### config.mk
export PLATFORM = sky130hd
export DESIGN_NAME = blk_xlate_array
export DESIGN_NICKNAME = d
export VERILOG_FILES = /design/src/rtl/blkx_pkg.sv /design/src/rtl/blkx_bank.sv /design/src/rtl/blkx_probe.sv /design/src/rtl/blkx_pick.sv /design/src/rtl/blk_xlate_array.sv
export SDC_FILE = /design/constraint.sdc
export NUM_CORES = 1
export LEC_CHECK = 0
export ABC_AREA = 1
export BUFFER_PORTS_ARGS = -buffer_cell sky130_fd_sc_hd__buf_4
export CORE_ASPECT_RATIO = 0.75
export CORE_MARGIN = 5
export CORE_UTILIZATION = 60
export CTS_CLUSTER_DIAMETER = 120
export DETAILED_ROUTE_END_ITERATION = 12
export PLACE_DENSITY = 0.79
export SETUP_SLACK_MARGIN = 0.4
export SLEW_MARGIN = 20
export SYNTH_ARGS = -nofsm -noshare
export SYNTH_HDL_FRONTEND = slang
export SYNTH_SLANG_ARGS = --single-unit
### constraint.sdc
create_clock -name clk -period 2.4 [get_ports clk]
set_input_delay 0.12 -clock clk [delete_from_list [all_inputs] [get_ports clk]]
set_output_delay 0.12 -clock clk [all_outputs]
set_load 0.05 [all_outputs]
### src/rtl/blkx_pkg.sv
package blkx_pkg;

  localparam int WORD_W = 32;
  localparam int SEG_HI = 31;
  localparam int SEG_LO = 28;
  localparam int BLK_HI = 27;
  localparam int BLK_LO = 17;
  localparam int LEN_HI = 12;
  localparam int LEN_LO = 2;
  localparam int BLK_W  = BLK_HI - BLK_LO + 1;
  localparam int OFF_W  = BLK_LO;

  typedef enum logic [1:0] {
    XS_MISS  = 2'd0,
    XS_GRANT = 2'd1,
    XS_DENY  = 2'd2
  } xstat_e;

  typedef struct packed {
    logic rd;
    logic wr;
    logic ex;
  } perm_t;

  // Length mask over address bits 27:17
  function automatic logic [BLK_W-1:0] len_mask(input logic [WORD_W-1:0] up);
    return up[LEN_HI:LEN_LO];
  endfunction

  function automatic logic region_hit(input logic [WORD_W-1:0] up,
                                      input logic [WORD_W-1:0] ea);
    logic seg_eq;
    logic blk_eq;
    seg_eq = (ea[SEG_HI:SEG_LO] == up[SEG_HI:SEG_LO]);
    blk_eq = ((ea[BLK_HI:BLK_LO] & ~len_mask(up)) == up[BLK_HI:BLK_LO]);
    return seg_eq && blk_eq;
  endfunction

  function automatic logic level_ok(input logic [WORD_W-1:0] up, input logic user);
    return user ? up[0] : up[1];
  endfunction

  function automatic perm_t decode_prot(input logic [WORD_W-1:0] lo);
    perm_t p;
    case (lo[1:0])
      2'd0:    p = '{rd: 1'b0, wr: 1'b0, ex: 1'b0};
      2'd2:    p = '{rd: 1'b1, wr: 1'b1, ex: 1'b1};
      default: p = '{rd: 1'b1, wr: 1'b0, ex: 1'b1};
    endcase
    return p;
  endfunction

  function automatic logic [WORD_W-1:0] phys_addr(input logic [WORD_W-1:0] up,
                                                  input logic [WORD_W-1:0] lo,
                                                  input logic [WORD_W-1:0] ea);
    logic [BLK_W-1:0] mid;
    mid = (ea[BLK_HI:BLK_LO] & len_mask(up)) | lo[BLK_HI:BLK_LO];
    return {lo[SEG_HI:SEG_LO], mid, ea[OFF_W-1:0]};
  endfunction

  // Permission bit the access kind needs
  function automatic perm_t needed(input logic [1:0] kind);
    perm_t p;
    p = '0;
    if (kind[1])      p.ex = 1'b1;
    else if (kind[0]) p.wr = 1'b1;
    else              p.rd = 1'b1;
    return p;
  endfunction

  function automatic logic allowed(input perm_t p, input logic [1:0] kind);
    return |(p & needed(kind));
  endfunction

endpackage

### src/rtl/blkx_bank.sv
module blkx_bank #(
  parameter int ENTRIES = 4,
  parameter int IDX_W   = 2,
  parameter int WORD_W  = 32
) (
  input  logic                           clk,
  input  logic                           rst_n,
  input  logic                           wr_en,
  input  logic [IDX_W-1:0]               wr_idx,
  input  logic                           wr_lower,
  input  logic [WORD_W-1:0]              wr_data,
  output logic [ENTRIES-1:0][WORD_W-1:0] upper_q,
  output logic [ENTRIES-1:0][WORD_W-1:0] lower_q
);

  for (genvar e = 0; e < ENTRIES; e++) begin : g_ent
    logic sel_e;
    assign sel_e = wr_en && (wr_idx == IDX_W'(e));

    always_ff @(posedge clk) begin
      if (!rst_n) begin
        upper_q[e] <= '0;
        lower_q[e] <= '0;
      end else if (sel_e) begin
        if (wr_lower) lower_q[e] <= wr_data;
        else          upper_q[e] <= wr_data;
      end
    end
  end

endmodule

### src/rtl/blkx_probe.sv
module blkx_probe
  import blkx_pkg::*;
#(
  parameter int ENTRIES = 4
) (
  input  logic [ENTRIES-1:0][WORD_W-1:0] upper,
  input  logic [ENTRIES-1:0][WORD_W-1:0] lower,
  input  logic [WORD_W-1:0]              ea,
  input  logic                           user,
  output logic [ENTRIES-1:0]             hit_vec,
  output logic [ENTRIES-1:0][WORD_W-1:0] pa_arr,
  output perm_t [ENTRIES-1:0]            perm_arr
);

  for (genvar e = 0; e < ENTRIES; e++) begin : g_cmp
    logic region_e;
    logic valid_e;
    assign region_e    = region_hit(upper[e], ea);
    assign valid_e     = level_ok(upper[e], user);
    assign hit_vec[e]  = region_e && valid_e;
    assign pa_arr[e]   = phys_addr(upper[e], lower[e], ea);
    assign perm_arr[e] = decode_prot(lower[e]);
  end

endmodule

### src/rtl/blkx_pick.sv
module blkx_pick
  import blkx_pkg::*;
#(
  parameter int ENTRIES = 4,
  parameter int IDX_W   = 2
) (
  input  logic [ENTRIES-1:0]             hit_vec,
  input  logic [ENTRIES-1:0][WORD_W-1:0] pa_arr,
  input  perm_t [ENTRIES-1:0]            perm_arr,
  output logic [ENTRIES-1:0]             sel_vec,
  output logic                           any_hit,
  output logic [IDX_W-1:0]               sel_idx,
  output logic [WORD_W-1:0]              sel_pa,
  output perm_t                          sel_perm
);

  // Lowest index wins
  always_comb begin
    logic found;
    found   = 1'b0;
    sel_vec = '0;
    sel_idx = '0;
    for (int i = 0; i < ENTRIES; i++) begin
      if (hit_vec[i] && !found) begin
        sel_vec[i] = 1'b1;
        sel_idx    = IDX_W'(i);
        found      = 1'b1;
      end
    end
  end

  assign any_hit = |hit_vec;

  // AND-OR mux: zero when nothing is selected
  always_comb begin
    sel_pa   = '0;
    sel_perm = '0;
    for (int i = 0; i < ENTRIES; i++) begin
      sel_pa   = sel_pa | (pa_arr[i] & {WORD_W{sel_vec[i]}});
      sel_perm = sel_perm | (perm_arr[i] & {3{sel_vec[i]}});
    end
  end

endmodule

### src/rtl/blk_xlate_array.sv
module blk_xlate_array
  import blkx_pkg::*;
#(
  parameter int ENTRIES = 4,
  localparam int IDX_W  = (ENTRIES > 1) ? $clog2(ENTRIES) : 1
) (
  input  logic              clk,
  input  logic              rst_n,
  input  logic              wr_en,
  input  logic              wr_instr,
  input  logic [IDX_W-1:0]  wr_idx,
  input  logic              wr_lower,
  input  logic [31:0]       wr_data,
  input  logic [31:0]       lk_ea,
  input  logic [1:0]        lk_kind,
  input  logic              lk_user,
  output logic [31:0]       lk_pa,
  output logic [2:0]        lk_perm,
  output logic [1:0]        lk_status,
  output logic [IDX_W-1:0]  lk_entry
);

  localparam int N_SIDES = 2;

  logic [ENTRIES-1:0][WORD_W-1:0] bank_up [N_SIDES];
  logic [ENTRIES-1:0][WORD_W-1:0] bank_lo [N_SIDES];

  // Side 0 data, side 1 instruction
  for (genvar s = 0; s < N_SIDES; s++) begin : g_side
    logic side_wr;
    assign side_wr = wr_en && (wr_instr == s[0]);

    blkx_bank #(.ENTRIES(ENTRIES), .IDX_W(IDX_W), .WORD_W(WORD_W)) u_bank (
      .clk      (clk),
      .rst_n    (rst_n),
      .wr_en    (side_wr),
      .wr_idx   (wr_idx),
      .wr_lower (wr_lower),
      .wr_data  (wr_data),
      .upper_q  (bank_up[s]),
      .lower_q  (bank_lo[s])
    );
  end

  logic                           is_fetch;
  logic [ENTRIES-1:0][WORD_W-1:0] cur_up;
  logic [ENTRIES-1:0][WORD_W-1:0] cur_lo;

  assign is_fetch = lk_kind[1];
  assign cur_up   = is_fetch ? bank_up[1] : bank_up[0];
  assign cur_lo   = is_fetch ? bank_lo[1] : bank_lo[0];

  logic [ENTRIES-1:0]             hit_vec;
  logic [ENTRIES-1:0]             sel_vec;
  logic [ENTRIES-1:0][WORD_W-1:0] pa_arr;
  perm_t [ENTRIES-1:0]            perm_arr;
  logic                           any_hit;
  logic [IDX_W-1:0]               sel_idx;
  logic [WORD_W-1:0]              sel_pa;
  perm_t                          sel_perm;
  logic                           grant_ok;
  xstat_e                         status;

  blkx_probe #(.ENTRIES(ENTRIES)) u_probe (
    .upper    (cur_up),
    .lower    (cur_lo),
    .ea       (lk_ea),
    .user     (lk_user),
    .hit_vec  (hit_vec),
    .pa_arr   (pa_arr),
    .perm_arr (perm_arr)
  );

  blkx_pick #(.ENTRIES(ENTRIES), .IDX_W(IDX_W)) u_pick (
    .hit_vec  (hit_vec),
    .pa_arr   (pa_arr),
    .perm_arr (perm_arr),
    .sel_vec  (sel_vec),
    .any_hit  (any_hit),
    .sel_idx  (sel_idx),
    .sel_pa   (sel_pa),
    .sel_perm (sel_perm)
  );

  assign grant_ok = allowed(sel_perm, lk_kind);

  always_comb begin
    if (!any_hit)      status = XS_MISS;
    else if (grant_ok) status = XS_GRANT;
    else               status = XS_DENY;
  end

  assign lk_status = status;
  assign lk_pa     = sel_pa;
  assign lk_perm   = sel_perm;
  assign lk_entry  = sel_idx;

endmodule

==> results of run 1 <==
## final cells by class
type,instances,area [um2]
repair buffers,345,3240
fillers,2058,6380
inverters,321,1210
diodes,4,10.0
clock inverters,8,124
clock buffers,53,1050
multi-input cells,1753,9120
flip-flops and latches,360,7230
well taps,392,490
## worst max-delay path: stages (launching register included)
cell and delay [ps]:
dfxtp_1 300, inv_1 80, nand2_1 80, nand2_2 110, inv_2 30, nand2_1 70
nand2_2 90, nor2_4 170, nand2_2 90, nor2_4 100, nand2_4 80, buf_6 130
a21oi_4 200, buf_6 160, buf_6 100, nand2_2 40, o21ai_1 70, a31oi_1 80
nand2_2 100, buf_8 150
## repair_timing
action / 4_1_cts / 5_1_grt
buffers inserted: 12 / 17
resized for setup: 158 / 175
setup endpoints to repair: 39 / 59
hold endpoints to repair: 120 / 0
cloned: 2 / 1
hold buffers: 30 / 0
pin swaps: 37 / 62
## sequential cells by signal, indices dropped and copies added (netlist names)
name / cells
g_side.u_bank.lower_q: 136
g_side.u_bank.upper_q: 224
## metrics by stage
step | utilization (%) | total power [mW] | TNS, ps | area (um2) | setup slack (ps)
finish | 77.9 | 13.6 | -13470 | 22500 | -488
global route | 77.9 | 14.0 | -16840 | 22500 | -573
CTS | 75.4 | 13.5 | -11170 | 21800 | -378
detailed placement | 68.0 | 7.74 | -12070 | 19600 | -377
global placement | 68.0 | 7.70 | -10220 | 19600 | -362
floorplan | - | 7.12 | 0 | 17800 | 161
## layout by cell type (no fill, tap or decap), types with 9 or more instances in the layout
cell,netlist,final
nor2_2,1,18
nand3_2,2,16
o211ai_1,12,12
dlygate4sd3_1,0,30
dfxtp_1,360,343
o21ai_1,20,21
o21ai_0,342,307
o221ai_1,27,27
a211oi_1,9,9
clkbuf_1,137,10
inv_2,4,25
inv_1,316,294
a21oi_1,334,325
buf_4,9,234
dfxtp_2,0,17
nand2_2,2,84
buf_6,16,38
clkbuf_16,0,38
nand2_4,2,22
buf_8,2,23
nand2_1,594,491
o21ai_2,4,31
nand3_1,173,155
nor2_4,3,31
nor2_1,194,149
buf_12,0,16
## worst paths after layout
check / start / to / slack, ps / depth (start not counted)
setup / recovery: g_side[0].u_bank.upper_q[56] / lk_pa[31] / -490 / 19
hold / removal: rst_n / g_side[1].u_bank.lower_q[96] / 90 / 3
setup reg to reg: g_side[0].u_bank.upper_q[54] / g_side[0].u_bank.upper_q[54] / 1720 / 3
hold reg to reg: g_side[1].u_bank.upper_q[0] / g_side[1].u_bank.upper_q[0] / 440 / 2
## logic make-up after synthesis
family	count (synthesis)
AO/OA/AOI/OAI	756
XOR/XNOR	7
buffers and inverters	512
flip-flops	360
AND/OR/NAND/NOR	990
## power groups by stage
stage	clock network, mW	registers [mW]	logic [mW]
finish	5.76	6.15	1.73
global route	6.03	6.15	1.84
CTS	5.76	6.14	1.57
detailed placement	0	6.27	1.47
global placement	0	6.27	1.44
floorplan	0	6.26	0.858
## layer usage
metal,part of all wire (%),global-route usage (%),routed length (um)
met1,37,50.7,24800
met5,0.051,0,34
met3,14,10.4,9310
met2,43,58.5,28700
met4,5.4,19.2,3620
==> results.md, run 1 <==
- Largest net degree at the start of global routing: 78
- Layout cells sized above 1: 22.8%
- Ys flop type: dfxtp_1
- Max-cap violations: 0
- Final layout net count: 2892
- Final hold violations: 0
- Pwr dens: 607 mW/mm2
- Area share of the largest cell type after synthesis: 41.4%
- Asr flop ratio synth: 0%
- Top-count cell post-synth: nand2_1
- Clock Power Share: 42.2%
- Cell internal pwr: 10.0 mW
- Overall via count from detail_route: 19366
- Area growth syn-to-layout: 29.1%
- GRT Resource Usage Total: 38.5%
- IO Count: 113
- Die height: 157 um
- Comb power frac: 12.7%
- # DRC: 0
- Clock buffer depth: 3
- Critical Path AT: 2770 ps
- DR vias/cell: 5.98
- Root Buffer: clkbuf_16
- Net Sw Frac: 26.5%
- Global placement routability congestion: 1.05
- Psw: 3.61 mW
- Sequential share of power: 45.1%
- Overall routed net length: 66500 um
- Leak Pwr: 9.14 nW
- Tightest Pin Transition: 652 ps
- Clk pin slew, worst setup/hold paths: 60 ps
- Adder-cell share of the synthesized area: 0%
- Yosys warns: 0
- CTS tree: yes
- Initial antenna violation count: 5
- First-pass GRT wire length: 97900 um
- Core Region: 0.0289 mm2
- Combinational family with the most area after synthesis: simple AND/OR/NAND/NOR gates
- Startpoint types: flip-flop
- Synth Area in XOR/XNOR: 0.352%
- Period minus WS final: 2890 ps
- Remaining Overflow, GRT: 0
- Post-synthesis mux area share: 0%
- Simple logic cell fraction of the synthesized area: 23.2%
- Syn nets: 2699
- Number of DRC markers in iteration 0: 2693
- Netlist cell types: 35
- Worst setup EP type: output port
- Router iterations before antenna repair: 7
- RSZ-0062 raised after global routing: yes
- Seq/Total Area, Yosys: 41.4%
- Row cnt: 54
- Antenna violation net count after detailed routing: 0
- H-tree depth: 2
- Max-slew violations: 0
- Clock Skew: 0 ps
- Area leader, netlist: dfxtp_1
- Synth top area cells: dfxtp_1 41%, nand2_1 13%, o21ai_0 9.8%
- Syn Inst Count: 2625
- Routed len/inst: 20.5 um
- Highest Clock Rate: 0.346 GHz
- Post-Syn Area: 0.0174 mm2
- Fin cells: 3236
- Worst Path Required: 2280 ps
- Syn avg cell area: 6.63 um2
- Relative slew slack: 56.5%
- Hold WC Path Type: input port to flip-flop
- Status: finished, violations left
- Final setup viols: 39
- DP Wirelength: 43200 um
- Commonest cells post-synth: 594 x nand2_1, 360 x dfxtp_1, 342 x o21ai_0
- Synth Area in Compound Gates: 22.9%
- CTS Buf Count: 37
- Post-route setup slack: -488 ps
- Number of flops mapped to enable cells by yosys: 0
- Initial Util: 60.3%
- Failing checks: negative setup slack
- Die area: 0.0325 mm2
- Crit path kind: flip-flop to output port
- I/O Buffers: 108
- Clock Latency Late Sink: 530 ps
- Die X: 207 um
- Final period util: 120%
- Synthesis-stage register bit count: 360
- Vias in the first global route: 17842
- Clk sink count: 360
- Peak VDD IR: 0.455 mV
- Worst hold margin: 92.8 ps
- Placed insts: 3109
- Crit-path max FO: 4
Power figures use the tool's default switching activity.
==> run 2: changes to the inputs <==
Clock period 2.4 ns to 2.74 ns, I/O delays scaled along.
==> results.md, run 2 (same netlist as run 1, synthesis figures left out) <==
- Status: finished, violations left
- Failing checks: negative setup slack
- # DRC: 0 (unchanged)
- Die area: 0.0325 mm2 (unchanged)
- Antenna violation net count after detailed routing: 0 (unchanged)
- Biggest regs: g_side.u_bank.upper_q (224), g_side.u_bank.lower_q (136)
- Fillcell total: 2143 (+4.1%)
- Clock buffer depth: 3 (unchanged)
- Startpoint types: flip-flop
- FF/Latch Area: 0.00725 mm2 (+0.24%)
- CTS Buf Count: 36 (-2.7%)
- Post-place instance area: 0.0189 mm2 (-3.8%)
- Core Region: 0.0289 mm2 (unchanged)
- Final period util: 105%
- Initial antenna violation count: 3 (-2)
- Crit path kind: flip-flop to output port
- Routed len/inst: 20.0 um (-2.7%)
- Hold path depth: 3 (unchanged)
- Max-slew violations: 0 (unchanged)
- Hold path endpoint: g_side[0].u_bank.upper_q[95]
- Pwr dens: 554 mW/mm2 (-8.6%)
- RSZ-0062 raised after global routing: yes
- DP Wirelength: 40300 um (-6.8%)
- Clock Latency Late Sink: 550 ps (+20 ps)
- Clock Skew: 0 ps (unchanged)
- Met2 WL: 27500 um (-4.3%)
- H-tree depth: 2 (unchanged)
- I/O Buffers: 108 (unchanged)
- Worst setup EP type: output port
- Root Buffer: clkbuf_16
- Relative slew slack: 45.9% (-11 points)
- Global placement routability congestion: 0.953 (-9.0%)
- Router iterations before antenna repair: 6 (-1)
- Die height: 157 um (unchanged)
- Number of flip-flops in the largest register: 224 (unchanged)
- Hold WC Path Type: input port to flip-flop
- Post-route cell area: 0.0219 mm2 (-2.6%)
- Min-delay src: wr_data[31]
- Vias in the first global route: 17120 (-4.0%)
- IO Count: 113 (unchanged)
- Max-cap violations: 0 (unchanged)
- Sequential share of power: 44.3% (-0.8 points)
- Total power: 12.1 mW (-11%)
- First-pass GRT wire length: 93900 um (-4.1%)
- Commonest non-fill, non-tap cell in the layout: nand2_1
- Clk pin slew, worst setup/hold paths: 60 ps (about the same)
- Leak Pwr: 8.86 nW (-3.0%)
- Final setup viols: 36 (-7.7%)
- Overall routed net length: 63200 um (-5.0%)
- Final hold violations: 0 (unchanged)
- Largest net degree at the start of global routing: 72 (-7.7%)
- DR vias/cell: 5.95 (-0.65%)
- Most frequent cells in the layout: 491 x nand2_1, 331 x a21oi_1, 331 x dfxtp_1
- Area growth syn-to-layout: 25.7%
- R2R Path Start: g_side[0].u_bank.upper_q[35]
- Die X: 207 um (unchanged)
- Worst Path Required: 2600 ps (+320 ps)
- Routed metal-1 wirelength: 24100 um (-3.0%)
- Detail Route met3 WL: 8480 um (-8.8%)
- Tightest Pin Transition: 806 ps (+154 ps)
- Row cnt: 54 (unchanged)
- Period minus WS final: 2890 ps
- Initial Util: 60.3% (unchanged)
- Peak VDD IR: 0.534 mV (+17%)
- Clk sink count: 360 (unchanged)
- Highest Clock Rate: 0.346 GHz
- Area of the multi-input gates: 0.00905 mm2 (-0.74%)
- Layout cells sized above 1: 21.8% (-0.97 points)
- Comb power frac: 11.9% (-0.8 points)
- Pre-CTS setup slack: -99.3 ps (+278 ps)
- Crit-path max FO: 10 (+6)
- Biggest register: g_side.u_bank.upper_q
- Remaining Overflow, GRT: 0 (unchanged)
- Overall via count from detail_route: 18789 (-3.0%)
- Max layer used: met4
- Post-route setup slack: -147 ps (+342 ps)
- Worst R2R Path Depth: 2 (-1)
- Reg2Reg Setup Slack: 2060 ps (+340 ps)
- RR Endpoint: g_side[0].u_bank.upper_q[35]
- Net Sw Frac: 26.2% (-0.24 points)
- Number of DRC markers in iteration 0: 2709 (+0.59%)
- Critical Path AT: 2750 ps (-20 ps)
- Final layout net count: 2814 (-2.7%)
- Clock Power Share: 43.8% (+1.6 points)
- CTS tree: yes
- Cell internal pwr: 8.95 mW (-11%)
- Psw: 3.18 mW (-12%)
- GRT Resource Usage Total: 36.9% (-1.6 points)
-- run 2: cell types whose count changed in the layout (fill, tap and decap cells not counted), sizes merged --
cell	before	now
buf	313	237
inv	320	324
clkinvlp	3	0
dlygate4sd3	30	27
bufinv	3	5
clkinv	3	5
clkbuf	55	54
diode	4	3
-- run 2: worst max-delay path by stage --
stage,end,from,depth (start not counted),slack (ps)
after floorplan,lk_pa[10],lk_kind[1],17,290
after global placement,lk_pa[27],lk_kind[1],15,-40
after detailed placement,lk_pa[27],lk_kind[1],19,-100
after CTS,lk_pa[27],g_side[1].u_bank.upper_q[5],17,-60
after global routing,lk_status[1],g_side[1].u_bank.upper_q[5],19,-190
final,lk_pa[23],g_side[1].u_bank.upper_q[9],18,-150
-- run 2: stage by stage --
step	hold WS (ps)	instances	util [%]	TNS (ps)
floorplan	303	2625	-	0
global placement	429	3042	65.4	-95.9
detailed placement	439	3042	65.4	-365
CTS	3.72	3145	73.1	-182
global route	28.6	3160	75.9	-3880
finish	15.5	3160	75.9	-1600
-- run 2: power groups by stage --
stage          Clock, mW  Sequential (mW)  Combinational (mW)
3_3_place_gp           0             5.49                1.17
3_5_place_dp           0             5.49                1.20
2_1_floorplan          0             5.48               0.730
5_1_grt             5.53             5.39                1.53
4_1_cts             5.29             5.38                1.29
6_report            5.32             5.38                1.44
-- run 2: area by class of cell --
class / count / area share [%]
inverter: 321 / 5.60
timing repair buffer: 267 / 11.9
timing repair inverter: 1 / 0.0286
multi-input combinational: 1753 / 41.4
tap: 392 / 2.24
sequential: 360 / 33.1
antenna: 3 / 0.0343
clock buffer: 51 / 4.79
clock inverter: 12 / 0.898
-- run 2: metal layers --
layer | up-vias | global-route usage, %
met5 | - | 0.298
met4 | 0 | 16.8
met3 | 234 | 10.0
met2 | 1208 | 56.5
met1 | 8646 | 48.9
li1 | 8701 | -
-- run 2: critical path: stages (launching register included) --
cell     delay (ps)
dfxtp_1         310
inv_2            60
nand2_2          70
nand2_4          90
nand2_1          50
nand2_1          80
nand2_1          80
nor2_2          140
nand2_2          70
nor2_4          180
nand2_4         130
nand2_2         100
inv_2            50
nand2_4          70
nor3_4           50
buf_12          150
nand2_2          60
nand4_1         210
buf_6           240
-- run 2: repair_timing --
action	CTS	global route
gates resized for setup	200	232
hold buffers	27	0
pin swaps	33	59
hold endpoints to repair	119	0
gates cloned	1	3
buffers inserted	12	9
setup endpoints to repair	39	39
